$ cat config.mk
export PLATFORM = sky130hd
export DESIGN_NAME = mdio_user_master
export DESIGN_NICKNAME = d
export VERILOG_FILES = /design/src/rtl/mdio_pkg.sv /design/src/rtl/mdio_clk_gen.sv /design/src/rtl/mdio_frame_eng.sv /design/src/rtl/mdio_poller.sv /design/src/rtl/mdio_user_master.sv
export SDC_FILE = /design/constraint.sdc
export NUM_CORES = 1
export LEC_CHECK = 0
export BUFFER_PORTS_ARGS = -buffer_cell sky130_fd_sc_hd__buf_2
export CAP_MARGIN = 20
export CORE_ASPECT_RATIO = 0.5
export CORE_MARGIN = 2
export CORE_UTILIZATION = 55
export CTS_CLUSTER_SIZE = 30
export DETAILED_ROUTE_END_ITERATION = 8
export PLACE_DENSITY = 0.78
export SLEW_MARGIN = 20
export SYNTH_ARGS = -nofsm -noshare
export SYNTH_HDL_FRONTEND = slang
export SYNTH_SLANG_ARGS = --single-unit
export TNS_END_PERCENT = 30
$ cat constraint.sdc
create_clock -name clk_i -period 6.2 [get_ports clk_i]
set_input_delay 0.62 -clock clk_i [delete_from_list [all_inputs] [get_ports clk_i]]
set_output_delay 0.62 -clock clk_i [all_outputs]
set_load 0.05 [all_outputs]
$ cat src/rtl/mdio_pkg.sv
package mdio_pkg;
  localparam int GO_BIT    = 31;
  localparam int WR_BIT    = 30;
  localparam int ACK_BIT   = 29;
  localparam int REG_LSB   = 21;
  localparam int PHY_LSB   = 16;
  localparam int ADDR_W    = 5;
  localparam int DATA_W    = 16;
  localparam int NUM_ADDR  = 1 << ADDR_W;
  localparam int FRAME_LEN = 64;
  localparam int TA_IDX    = 46;
  localparam int ACK_IDX   = 47;
  localparam int DATA_IDX  = 48;
  localparam int LAST_IDX  = FRAME_LEN - 1;

  typedef struct packed {
    logic              wr;
    logic [ADDR_W-1:0] phy;
    logic [ADDR_W-1:0] regad;
    logic [DATA_W-1:0] data;
  } mdio_cmd_t;

  typedef enum logic {OWN_USER = 1'b0, OWN_POLL = 1'b1} owner_e;
endpackage

$ cat src/rtl/mdio_clk_gen.sv
module mdio_clk_gen #(
  parameter int DIV_HALF = 4
) (
  input  logic clk_i,
  input  logic rst_ni,
  output logic mdc_o,
  output logic rise_o,
  output logic fall_o
);
  localparam int CW = $clog2(DIV_HALF + 1);

  logic [CW-1:0] cnt_q;
  logic          mdc_q;
  logic          term;

  assign term = (cnt_q == CW'(DIV_HALF - 1));

  always_ff @(posedge clk_i or negedge rst_ni) begin
    if (!rst_ni) begin
      cnt_q <= '0;
      mdc_q <= 1'b0;
    end else if (term) begin
      cnt_q <= '0;
      mdc_q <= ~mdc_q;
    end else begin
      cnt_q <= cnt_q + 1'b1;
    end
  end

  // strobes mark the clock edge at which mdc toggles
  assign rise_o = term & ~mdc_q;
  assign fall_o = term &  mdc_q;
  assign mdc_o  = mdc_q;
endmodule

$ cat src/rtl/mdio_frame_eng.sv
module mdio_frame_eng
  import mdio_pkg::*;
(
  input  logic              clk_i,
  input  logic              rst_ni,
  input  logic              rise_i,
  input  logic              fall_i,
  input  logic              start_i,
  input  mdio_cmd_t         cmd_i,
  input  logic              mdio_i,
  output logic              mdio_o,
  output logic              mdio_oe_o,
  output logic              busy_o,
  output logic              done_o,
  output logic              ack_o,
  output logic [DATA_W-1:0] rdata_o
);
  localparam int IW = $clog2(FRAME_LEN);

  logic [FRAME_LEN-1:0] frame_q;
  logic [IW-1:0]        idx_q;
  logic                 busy_q, primed_q, rd_q, ack_q, done_q, mdio_q, oe_q;
  logic [DATA_W-1:0]    shift_q;
  logic [1:0]           opcode;

  assign opcode = cmd_i.wr ? 2'b01 : 2'b10;

  always_ff @(posedge clk_i or negedge rst_ni) begin
    if (!rst_ni) begin
      frame_q  <= '0;
      idx_q    <= '0;
      busy_q   <= 1'b0;
      primed_q <= 1'b0;
      rd_q     <= 1'b0;
      ack_q    <= 1'b0;
      done_q   <= 1'b0;
      mdio_q   <= 1'b1;
      oe_q     <= 1'b0;
      shift_q  <= '0;
    end else begin
      done_q <= 1'b0;
      if (start_i && !busy_q) begin
        frame_q  <= {32'hFFFF_FFFF, 2'b01, opcode, cmd_i.phy, cmd_i.regad, 2'b10,
                     cmd_i.wr ? cmd_i.data : {DATA_W{1'b1}}};
        rd_q     <= ~cmd_i.wr;
        busy_q   <= 1'b1;
        primed_q <= 1'b0;
        idx_q    <= '0;
        ack_q    <= 1'b0;
      end else if (busy_q) begin
        if (fall_i) begin
          primed_q <= 1'b1;
          mdio_q   <= frame_q[FRAME_LEN-1];
          oe_q     <= !(rd_q && (idx_q >= IW'(TA_IDX)));
        end else if (rise_i && primed_q) begin
          frame_q <= frame_q << 1;
          if (idx_q == IW'(ACK_IDX))
            ack_q <= rd_q ? ~mdio_i : 1'b1;
          if (idx_q >= IW'(DATA_IDX))
            shift_q <= {shift_q[DATA_W-2:0], mdio_i};
          if (idx_q == IW'(LAST_IDX)) begin
            busy_q <= 1'b0;
            done_q <= 1'b1;
          end else begin
            idx_q <= idx_q + 1'b1;
          end
        end
      end else if (fall_i) begin
        // release only at a falling edge so the last bit holds through its rising edge
        oe_q   <= 1'b0;
        mdio_q <= 1'b1;
      end
    end
  end

  assign mdio_o    = mdio_q;
  assign mdio_oe_o = oe_q;
  assign busy_o    = busy_q;
  assign done_o    = done_q;
  assign ack_o     = ack_q;
  assign rdata_o   = shift_q;
endmodule

$ cat src/rtl/mdio_poller.sv
module mdio_poller
  import mdio_pkg::*;
#(
  parameter int POLL_GAP = 256,
  parameter int LINK_BIT = 2
) (
  input  logic                clk_i,
  input  logic                rst_ni,
  input  logic                grant_i,
  input  logic                done_i,
  input  logic                ack_i,
  input  logic [DATA_W-1:0]   rdata_i,
  output logic                req_o,
  output logic [ADDR_W-1:0]   phy_o,
  output logic [NUM_ADDR-1:0] alive_o,
  output logic [NUM_ADDR-1:0] link_o
);
  localparam int GW = $clog2(POLL_GAP + 1);

  logic [GW-1:0]       gap_q;
  logic                wait_q;
  logic [ADDR_W-1:0]   idx_q;
  logic [NUM_ADDR-1:0] alive_q, link_q;
  logic                gap_full;

  assign gap_full = (gap_q == GW'(POLL_GAP));

  always_ff @(posedge clk_i or negedge rst_ni) begin
    if (!rst_ni) begin
      gap_q   <= '0;
      wait_q  <= 1'b0;
      idx_q   <= '0;
      alive_q <= '0;
      link_q  <= '0;
    end else if (grant_i) begin
      wait_q <= 1'b1;
      gap_q  <= '0;
    end else if (wait_q && done_i) begin
      wait_q         <= 1'b0;
      alive_q[idx_q] <= ack_i;
      link_q[idx_q]  <= ack_i & rdata_i[LINK_BIT];
      idx_q          <= idx_q + 1'b1;
    end else if (!wait_q && !gap_full) begin
      gap_q <= gap_q + 1'b1;
    end
  end

  assign req_o   = gap_full && !wait_q;
  assign phy_o   = idx_q;
  assign alive_o = alive_q;
  assign link_o  = link_q;
endmodule

$ cat src/rtl/mdio_user_master.sv
module mdio_user_master
  import mdio_pkg::*;
#(
  parameter int DIV_HALF = 4,
  parameter int POLL_GAP = 256,
  parameter int STAT_REG = 1,
  parameter int LINK_BIT = 2
) (
  input  logic        clk_i,
  input  logic        rst_ni,
  input  logic        reg_wr_i,
  input  logic [31:0] reg_wdata_i,
  output logic [31:0] reg_rdata_o,
  output logic [31:0] alive_o,
  output logic [31:0] link_o,
  output logic        mdc_o,
  output logic        mdio_o,
  output logic        mdio_oe_o,
  input  logic        mdio_i
);
  logic              rise, fall;
  logic              eng_busy, eng_done, eng_ack;
  logic [DATA_W-1:0] eng_rdata;
  logic              poll_req;
  logic [ADDR_W-1:0] poll_phy;
  mdio_cmd_t         cmd;

  logic              go_q, wr_q, ack_q, inflight_q;
  logic [ADDR_W-1:0] regad_q, phy_q;
  logic [DATA_W-1:0] data_q;
  owner_e            owner_q;

  logic user_pend, can_start, start, grant_poll, user_done;

  assign user_pend  = go_q && !inflight_q;
  assign can_start  = !eng_busy && !eng_done;
  assign start      = can_start && (user_pend || poll_req);
  assign grant_poll = start && !user_pend;
  assign user_done  = eng_done && (owner_q == OWN_USER) && inflight_q;

  always_comb begin
    if (user_pend) begin
      cmd.wr    = wr_q;
      cmd.phy   = phy_q;
      cmd.regad = regad_q;
      cmd.data  = data_q;
    end else begin
      cmd.wr    = 1'b0;
      cmd.phy   = poll_phy;
      cmd.regad = ADDR_W'(STAT_REG);
      cmd.data  = '0;
    end
  end

  always_ff @(posedge clk_i or negedge rst_ni) begin
    if (!rst_ni) begin
      go_q       <= 1'b0;
      wr_q       <= 1'b0;
      ack_q      <= 1'b0;
      regad_q    <= '0;
      phy_q      <= '0;
      data_q     <= '0;
      inflight_q <= 1'b0;
      owner_q    <= OWN_POLL;
    end else begin
      if (reg_wr_i && !go_q) begin
        go_q    <= reg_wdata_i[GO_BIT];
        wr_q    <= reg_wdata_i[WR_BIT];
        ack_q   <= 1'b0;
        regad_q <= reg_wdata_i[REG_LSB +: ADDR_W];
        phy_q   <= reg_wdata_i[PHY_LSB +: ADDR_W];
        data_q  <= reg_wdata_i[DATA_W-1:0];
      end
      if (start) begin
        owner_q <= user_pend ? OWN_USER : OWN_POLL;
        if (user_pend) inflight_q <= 1'b1;
      end
      if (user_done) begin
        go_q       <= 1'b0;
        inflight_q <= 1'b0;
        ack_q      <= eng_ack;
        if (!wr_q && eng_ack) data_q <= eng_rdata;
      end
    end
  end

  assign reg_rdata_o = {go_q, wr_q, ack_q, 3'b000, regad_q, phy_q, data_q};

  mdio_clk_gen #(.DIV_HALF(DIV_HALF)) u_clk (
    .clk_i (clk_i),
    .rst_ni(rst_ni),
    .mdc_o (mdc_o),
    .rise_o(rise),
    .fall_o(fall)
  );

  mdio_frame_eng u_eng (
    .clk_i    (clk_i),
    .rst_ni   (rst_ni),
    .rise_i   (rise),
    .fall_i   (fall),
    .start_i  (start),
    .cmd_i    (cmd),
    .mdio_i   (mdio_i),
    .mdio_o   (mdio_o),
    .mdio_oe_o(mdio_oe_o),
    .busy_o   (eng_busy),
    .done_o   (eng_done),
    .ack_o    (eng_ack),
    .rdata_o  (eng_rdata)
  );

  mdio_poller #(.POLL_GAP(POLL_GAP), .LINK_BIT(LINK_BIT)) u_poll (
    .clk_i  (clk_i),
    .rst_ni (rst_ni),
    .grant_i(grant_poll),
    .done_i (eng_done && (owner_q == OWN_POLL)),
    .ack_i  (eng_ack),
    .rdata_i(eng_rdata),
    .req_o  (poll_req),
    .phy_o  (poll_phy),
    .alive_o(alive_o),
    .link_o (link_o)
  );
endmodule

==> results of run 1 <==
logic make-up after synthesis:
| group | Yosys count |
|---|---|
| flops | 207 |
| other cells | 1 |
| compound gates | 141 |
| xor+xnor | 10 |
| simple gates | 241 |
| fa+ha+maj | 8 |
| buf+inv | 66 |
| mux | 102 |
sequential cells by signal (all words and copies together) (netlist names), 3 cells and up:
name            cells
u_poll.phy_o        5
u_poll.gap_q        9
phy_q               5
u_poll.alive_o     32
regad_q             5
data_q             16
u_eng.idx_q         6
u_eng.rdata_o      16
u_clk.cnt_q         3
u_poll.link_o      32
u_eng.frame_q      64
layout make-up:
class / instances / area [µm²]
fillers: 1173 / 5370
flip-flops and latches: 207 / 5180
multi-input cells: 505 / 3320
repair buffers: 135 / 704
clock buffers: 24 / 504
well taps: 204 / 255
clock inverters: 9 / 103
inverters: 16 / 60.1
how the worst max path moves through the flow:
| stage | from | endpoint | slack (ps) | cells past startpoint |
|---|---|---|---|---|
| after floorplan | u_clk.mdc_o | u_eng.rdata_o[10] | 4130 | 6 |
| after global placement | u_clk.cnt_q[0] | u_eng.rdata_o[14] | 3840 | 6 |
| after detailed placement | u_eng.ack_o | u_poll.link_o[6] | 3770 | 2 |
| after CTS | u_clk.cnt_q[0] | u_eng.rdata_o[14] | 3780 | 6 |
| after global routing | u_clk.cnt_q[0] | u_eng.rdata_o[14] | 3610 | 6 |
| final | u_clk.cnt_q[0] | u_eng.rdata_o[14] | 3750 | 6 |
per-layer routing:
layer	global-route usage (%)	up-vias	routed length (µm)
li1	-	2914	-
met2	36.2	149	8670
met5	0	-	0
met1	31.1	3066	8250
met4	4.97	0	322
met3	6.07	32	1190
power groups by stage:
stage	logic (mW)	clock network, mW	registers (mW)
2_1_floorplan	0.267	0	1.87
3_3_place_gp	0.508	0	1.77
3_5_place_dp	0.528	0	1.77
4_1_cts	0.527	1.18	1.75
5_1_grt	0.577	1.24	1.78
6_report	0.520	1.15	1.75
through the flow:
| stage | hold WS [ps] | utilization [%] | instance area (µm²) |
|---|---|---|---|
| finish | 265 | 65.3 | 10100 |
| global route | 366 | 65.3 | 10100 |
| CTS | 334 | 65.3 | 10100 |
| detailed placement | 432 | 61.4 | 9520 |
| global placement | 415 | 61.4 | 9520 |
| floorplan | 324 | - | 8790 |
worst register-to-register path, cell delays in order, from the launching register on:
cell,delay [ps]
dfrtp_1,350
ha_1,220
and4bb_2,330
and2_2,160
buf_4,520
nand3_4,360
mux2_1,410
cells in the final DEF, fill, tap and decap left out, types with 2 or more instances in the layout:
| cell | Yosys | final |
|---|---|---|
| dfrtp_1 | 205 | 205 |
| buf_2 | 8 | 126 |
| nor2_1 | 125 | 125 |
| mux2_2 | 83 | 83 |
| nand2_1 | 54 | 54 |
| o21ai_0 | 51 | 51 |
| a21oi_1 | 44 | 44 |
| clkbuf_16 | 0 | 19 |
| mux2i_1 | 18 | 18 |
| inv_1 | 16 | 16 |
| a221o_1 | 16 | 16 |
| nand3_1 | 12 | 12 |
| ha_1 | 8 | 8 |
| buf_4 | 7 | 8 |
| nand3b_1 | 6 | 6 |
| nor3_1 | 7 | 6 |
| a21o_1 | 6 | 6 |
| nand4_1 | 6 | 6 |
| xnor2_1 | 6 | 6 |
| and4_1 | 5 | 5 |
| and3_1 | 5 | 5 |
| o22ai_1 | 5 | 5 |
| a222oi_1 | 5 | 5 |
| clkinv_2 | 0 | 5 |
| xor2_1 | 4 | 4 |
| a2bb2oi_1 | 4 | 4 |
| clkbuf_1 | 31 | 4 |
| and2_1 | 5 | 3 |
| conb_1 | 1 | 3 |
| and4bb_2 | 2 | 2 |
| nor2b_1 | 3 | 2 |
| and2_2 | 0 | 2 |
| a21boi_0 | 2 | 2 |
| o22a_1 | 2 | 2 |
| nor4_1 | 2 | 2 |
| a31oi_1 | 2 | 2 |
| clkbuf_8 | 0 | 2 |
| bufinv_16 | 0 | 2 |
| clkinv_4 | 0 | 2 |
| dfstp_2 | 2 | 2 |
==> impl_metrics.tcl, run 1 <==
set metrics [dict create \
    port_buffers 127 \
    syn_area_per_cell_um2 11.3 \
    drc 0 \
    p_total_mw 3.42 \
    clk-insertion-delay-late_ps 480 \
    critPathCaptureType "flip-flop" \
    vias_per_cell 5.60 \
    pwr-share-seq_pct 51.2 \
    wire_per_inst_um 16.8 \
    reg2regPathDepth 6 \
    ir_worst_vdd_mv 0.175 \
    cts_max_level 1 \
    ant_nets 0 \
    slew_headroom_pct 33.9 \
    core-area_mm2 0.0155 \
    final.setup.worst_slack_ps 3750 \
    fin_crit_sh_pct 39.6 \
    cts_setup_buffers 0 \
    powerDensity_mw_per_mm2 338 \
    antenna_found_initial 0 \
    dp_slack_ps 3770 \
    cts_hold_buf 0 \
    synthAdderAreaFrac_pct 1.14 \
    pwr-share-comb_pct 15.2 \
    reg2reg_setup_slack_ps 3750 \
    max_slew.worst_pin.slew_ps 991 \
    cpPeakStageDelay_ps 520 \
    die_area_mm2 0.0171 \
    crit_required_ps 6560 \
    synthSimpleGateAreaFrac_pct 12.6 \
    setup_tns_ps 0 \
    hp-class "primary input to async pin" \
    arrival_ps 2810 \
    synth_xor_area_share_pct 0.998 \
    clock_sinks 207 \
    synth_compound_area_share_pct 9.95 \
    leakagePower_nw 4.79 \
    status "completed" \
    diodes 0 \
    ys_ff_latch 207 \
    synth_warnings 0 \
    p_int_mw 2.44 \
    place.gp.congestion 0.922 \
    syn_area_mm2 0.00878 \
    die_y_um 93.3 \
    crit_path_cell_trace "ha_1 > and4bb_2 > and2_2 > buf_4 > nand3_4 > mux2_1" \
    synth_top_cell_by_area "dfrtp_1" \
    synth.area.top_cells "dfrtp_1, mux2_2, nor2_1" \
    rsz0062_at_grt "no" \
    yosysUniqueCellTypes 50 \
    cts_buffer_depth 3 \
    ys.flop_type "dfrtp_1" \
    netlist_instances 776 \
    p_clk_share_pct 33.6 \
    cts-root-buf "clkbuf_16" \
    timing.rr.end "u_eng.rdata_o[14]" \
    areaGrowthSynthToFinish_pct 15.3 \
    synth_seq_area_share_pct 59.0 \
    drv_slew 0 \
    yosysMostFrequentCell "dfrtp_1" \
    cp_slowest_cell "buf_4" \
    track_usage_pct 22.5 \
    skew_ps 16.7 \
    crit_family "simple AND/OR/NAND/NOR gates" \
    post-dp-hpwl_mm 12.3 \
    cts_tree "yes" \
    crit_type "flip-flop to flip-flop" \
    dr.first_iter.drc_count 521 \
    routed_wl_mm 18.4 \
    r2r_start "u_clk.cnt_q[0]" \
    fp.dieW_um 183 \
    hold_violations 0 \
    ys_top_cells_by_count "dfrtp_1, nor2_1, mux2_2, nand2_1, o21ai_0" \
    path_buf_inv 1 \
    muxShareOfSynthArea_pct 12.8 \
    drv_cap 0 \
    drive_above_1_share_pct 28.9 \
    grt_max_degree 121 \
    num_vias 6161 \
    dr.pass1.iters 5 \
    synth_async_sr_flop_share_pct 100 \
    synth_edf_count 0 \
    dp_cells 1067 \
    rows 32 \
    clk_pin_slew_ps 70 \
    start_util_pct 56.7 \
    yosysTopAreaCellShare_pct 58.4 \
    cts_resized 0 \
    gr-total-overflow 0 \
    min_period_ps 2450 \
    finalSetupViolations 0 \
    worst_setup_path_start_kind "flip-flop" \
    path_max_fanout 64 \
    p_switching_mw 0.980 \
    switching_share_pct 28.6 \
    fin_cells 1100 \
    finish.net_count 928 \
    first_global_vias 6135 \
    numCtsBuffers 19 \
    top_level_ports 135 \
    synth_top_family_by_area "multiplexers" \
    grt_pass1_wl_mm 30.9 \
    timing.fmax_mhz 408 \
]
No activity file was read; power rests on OpenSTA's default activity.
==> run 2: changes to the inputs <==
- CORE_UTILIZATION: 55 -> 51
- PLACE_DENSITY: 0.78 -> 0.76
- clock period: 6.2 -> 2.1 ns (I/O delays scaled with it)
==> impl_metrics.tcl, run 2 (synthesis results as in run 1) <==
set metrics [dict create \
    dr.first_iter.drc_count 456 \
    timing.rr.end "u_poll.alive_o[4]" \
    crit_type "flip-flop to flip-flop" \
    hp-class "primary input to flip-flop" \
    top_level_ports 135 \
    final_common_cell "dfrtp_1" \
    arrival_ps 2380 \
    skew_ps 9.79 \
    whs_endpoint "data_q[8]" \
    ir_worst_vdd_mv 0.527 \
    dr.pass1.iters 5 \
    path_max_fanout 8 \
    reg2regPathDepth 4 \
    dp_cells 1101 \
    grt_max_degree 73 \
    fp.dieW_um 190 \
    cts_tree "yes" \
    worst_setup_path_start_kind "flip-flop" \
    setup_tns_ps 0 \
    wire_per_inst_um 16.8 \
    hp-start "reg_wdata_i[8]" \
    start_util_pct 52.9 \
    final_cell_mix "dfrtp_1, buf_2, nor2_1, mux2_2, nand2_1" \
    num_vias 6271 \
    leakagePower_nw 4.94 \
    drive_above_1_share_pct 29.9 \
    port_buffers 127 \
    critPathCaptureType "flip-flop" \
    max_slew.worst_pin.slew_ps 604 \
    min_path_cells 3 \
    largest_reg_flops 64 \
    grt_pass1_wl_mm 32.3 \
    die_area_mm2 0.0183 \
    gr-total-overflow 0 \
    areaGrowthSynthToFinish_pct 19.1 \
    drv_cap 0 \
    die_y_um 96.8 \
    drv_slew 0 \
    fin_cells 1147 \
    finish.net_count 952 \
    routed_wl_mm 19.2 \
    r2r_start "owner_q" \
    numCtsBuffers 19 \
    antenna_found_initial 0 \
    status "completed" \
    rows 33 \
    min_period_ps 2020 \
    post-dp-hpwl_mm 12.8 \
    cts_max_level 1 \
    cts_buffer_depth 3 \
    timing.fmax_mhz 495 \
    crit_required_ps 2460 \
    rsz0062_at_grt "no" \
    ant_nets 0 \
    fin_crit_sh_pct 96.1 \
    seqCellArea_mm2 0.00518 \
    clk_pin_slew_ps 70 \
    vias_per_cell 5.47 \
    place.gp.congestion 0.901 \
    cts_setup_buffers 0 \
    reg2reg_setup_slack_ps 80 \
    diodes 0 \
    hold_violations 0 \
    clk-insertion-delay-late_ps 480 \
    core-area_mm2 0.0166 \
    fill_cells 1302 \
    cts-root-buf "clkbuf_16" \
    track_usage_pct 21.6 \
    clock_sinks 207 \
    slew_headroom_pct 59.7 \
    powerDensity_mw_per_mm2 987 \
    drc 0 \
    top_register "u_eng.frame_q" \
    first_global_vias 6274 \
    multi_input_area_mm2 0.00333 \
    finalSetupViolations 0 \
]
run 2: cell types whose count changed in the layout (fill, tap and decap cells not counted), sizes merged:
cell,delta
buf,+11
clkbuf,+1
clkinv,-2
clkinvlp,+1
dlygate4sd3,+13
run 2: how the worst max path moves through the flow:
stage | endpoint | start | depth (start not counted)
after floorplan | u_eng.rdata_o[10] | u_clk.mdc_o | 6
after global placement | u_eng.rdata_o[14] | u_clk.cnt_q[0] | 5
after detailed placement | u_eng.frame_q[15] | u_poll.gap_q[0] | 6
after CTS | u_eng.frame_q[15] | u_poll.gap_q[0] | 6
after global routing | u_poll.link_o[8] | owner_q | 4
final | u_poll.alive_o[4] | owner_q | 4
run 2: final cells by class:
| cell class | instances | share of cell area, % |
|---|---|---|
| Clock buffer | 25 | 5.15 |
| Inverter | 16 | 0.575 |
| Clock inverter | 8 | 0.922 |
| Sequential cell | 207 | 49.6 |
| Multi-Input combinational cell | 505 | 31.8 |
| Tap cell | 227 | 2.72 |
| Timing Repair Buffer | 159 | 9.25 |
run 2: where the power goes:
part           internal, mW  switching (mW)
Combinational         0.614            1.01
Sequential             4.67           0.483
Clock                  2.06            1.48
run 2: critical path: stages, from the launching register on:
cell     delay [ps]
dfstp_2         550
and3_1          370
nand2_1         340
nor2_1          260
mux2_2          370
run 2: metal layers:
layer	track usage (%)	routed length, µm
met1	30.2	8800
met2	33.9	8820
met3	5.70	1220
met4	5.49	388
met5	0	0
run 2: through the flow:
stage | worst slack, ps | util, % | hold WS (ps) | power, mW | instance area, µm²
after floorplan | 30.5 | - | -85.6 | 6.29 | 8790
after global placement | 115 | 58.3 | 259 | 6.75 | 9680
after detailed placement | 61.0 | 58.3 | 263 | 6.83 | 9680
after CTS | 45.6 | 62.9 | 15.1 | 10.4 | 10400
after global routing | 1.34 | 63.0 | 21.7 | 10.8 | 10500
final | 80.9 | 63.0 | 22.0 | 10.3 | 10500
run 2: timing repair:
action / CTS / global route
setup endpoints to repair: 0 / 48
hold buffers: 13 / 0
gates resized for setup: 0 / 4
hold endpoints to repair: 80 / 0
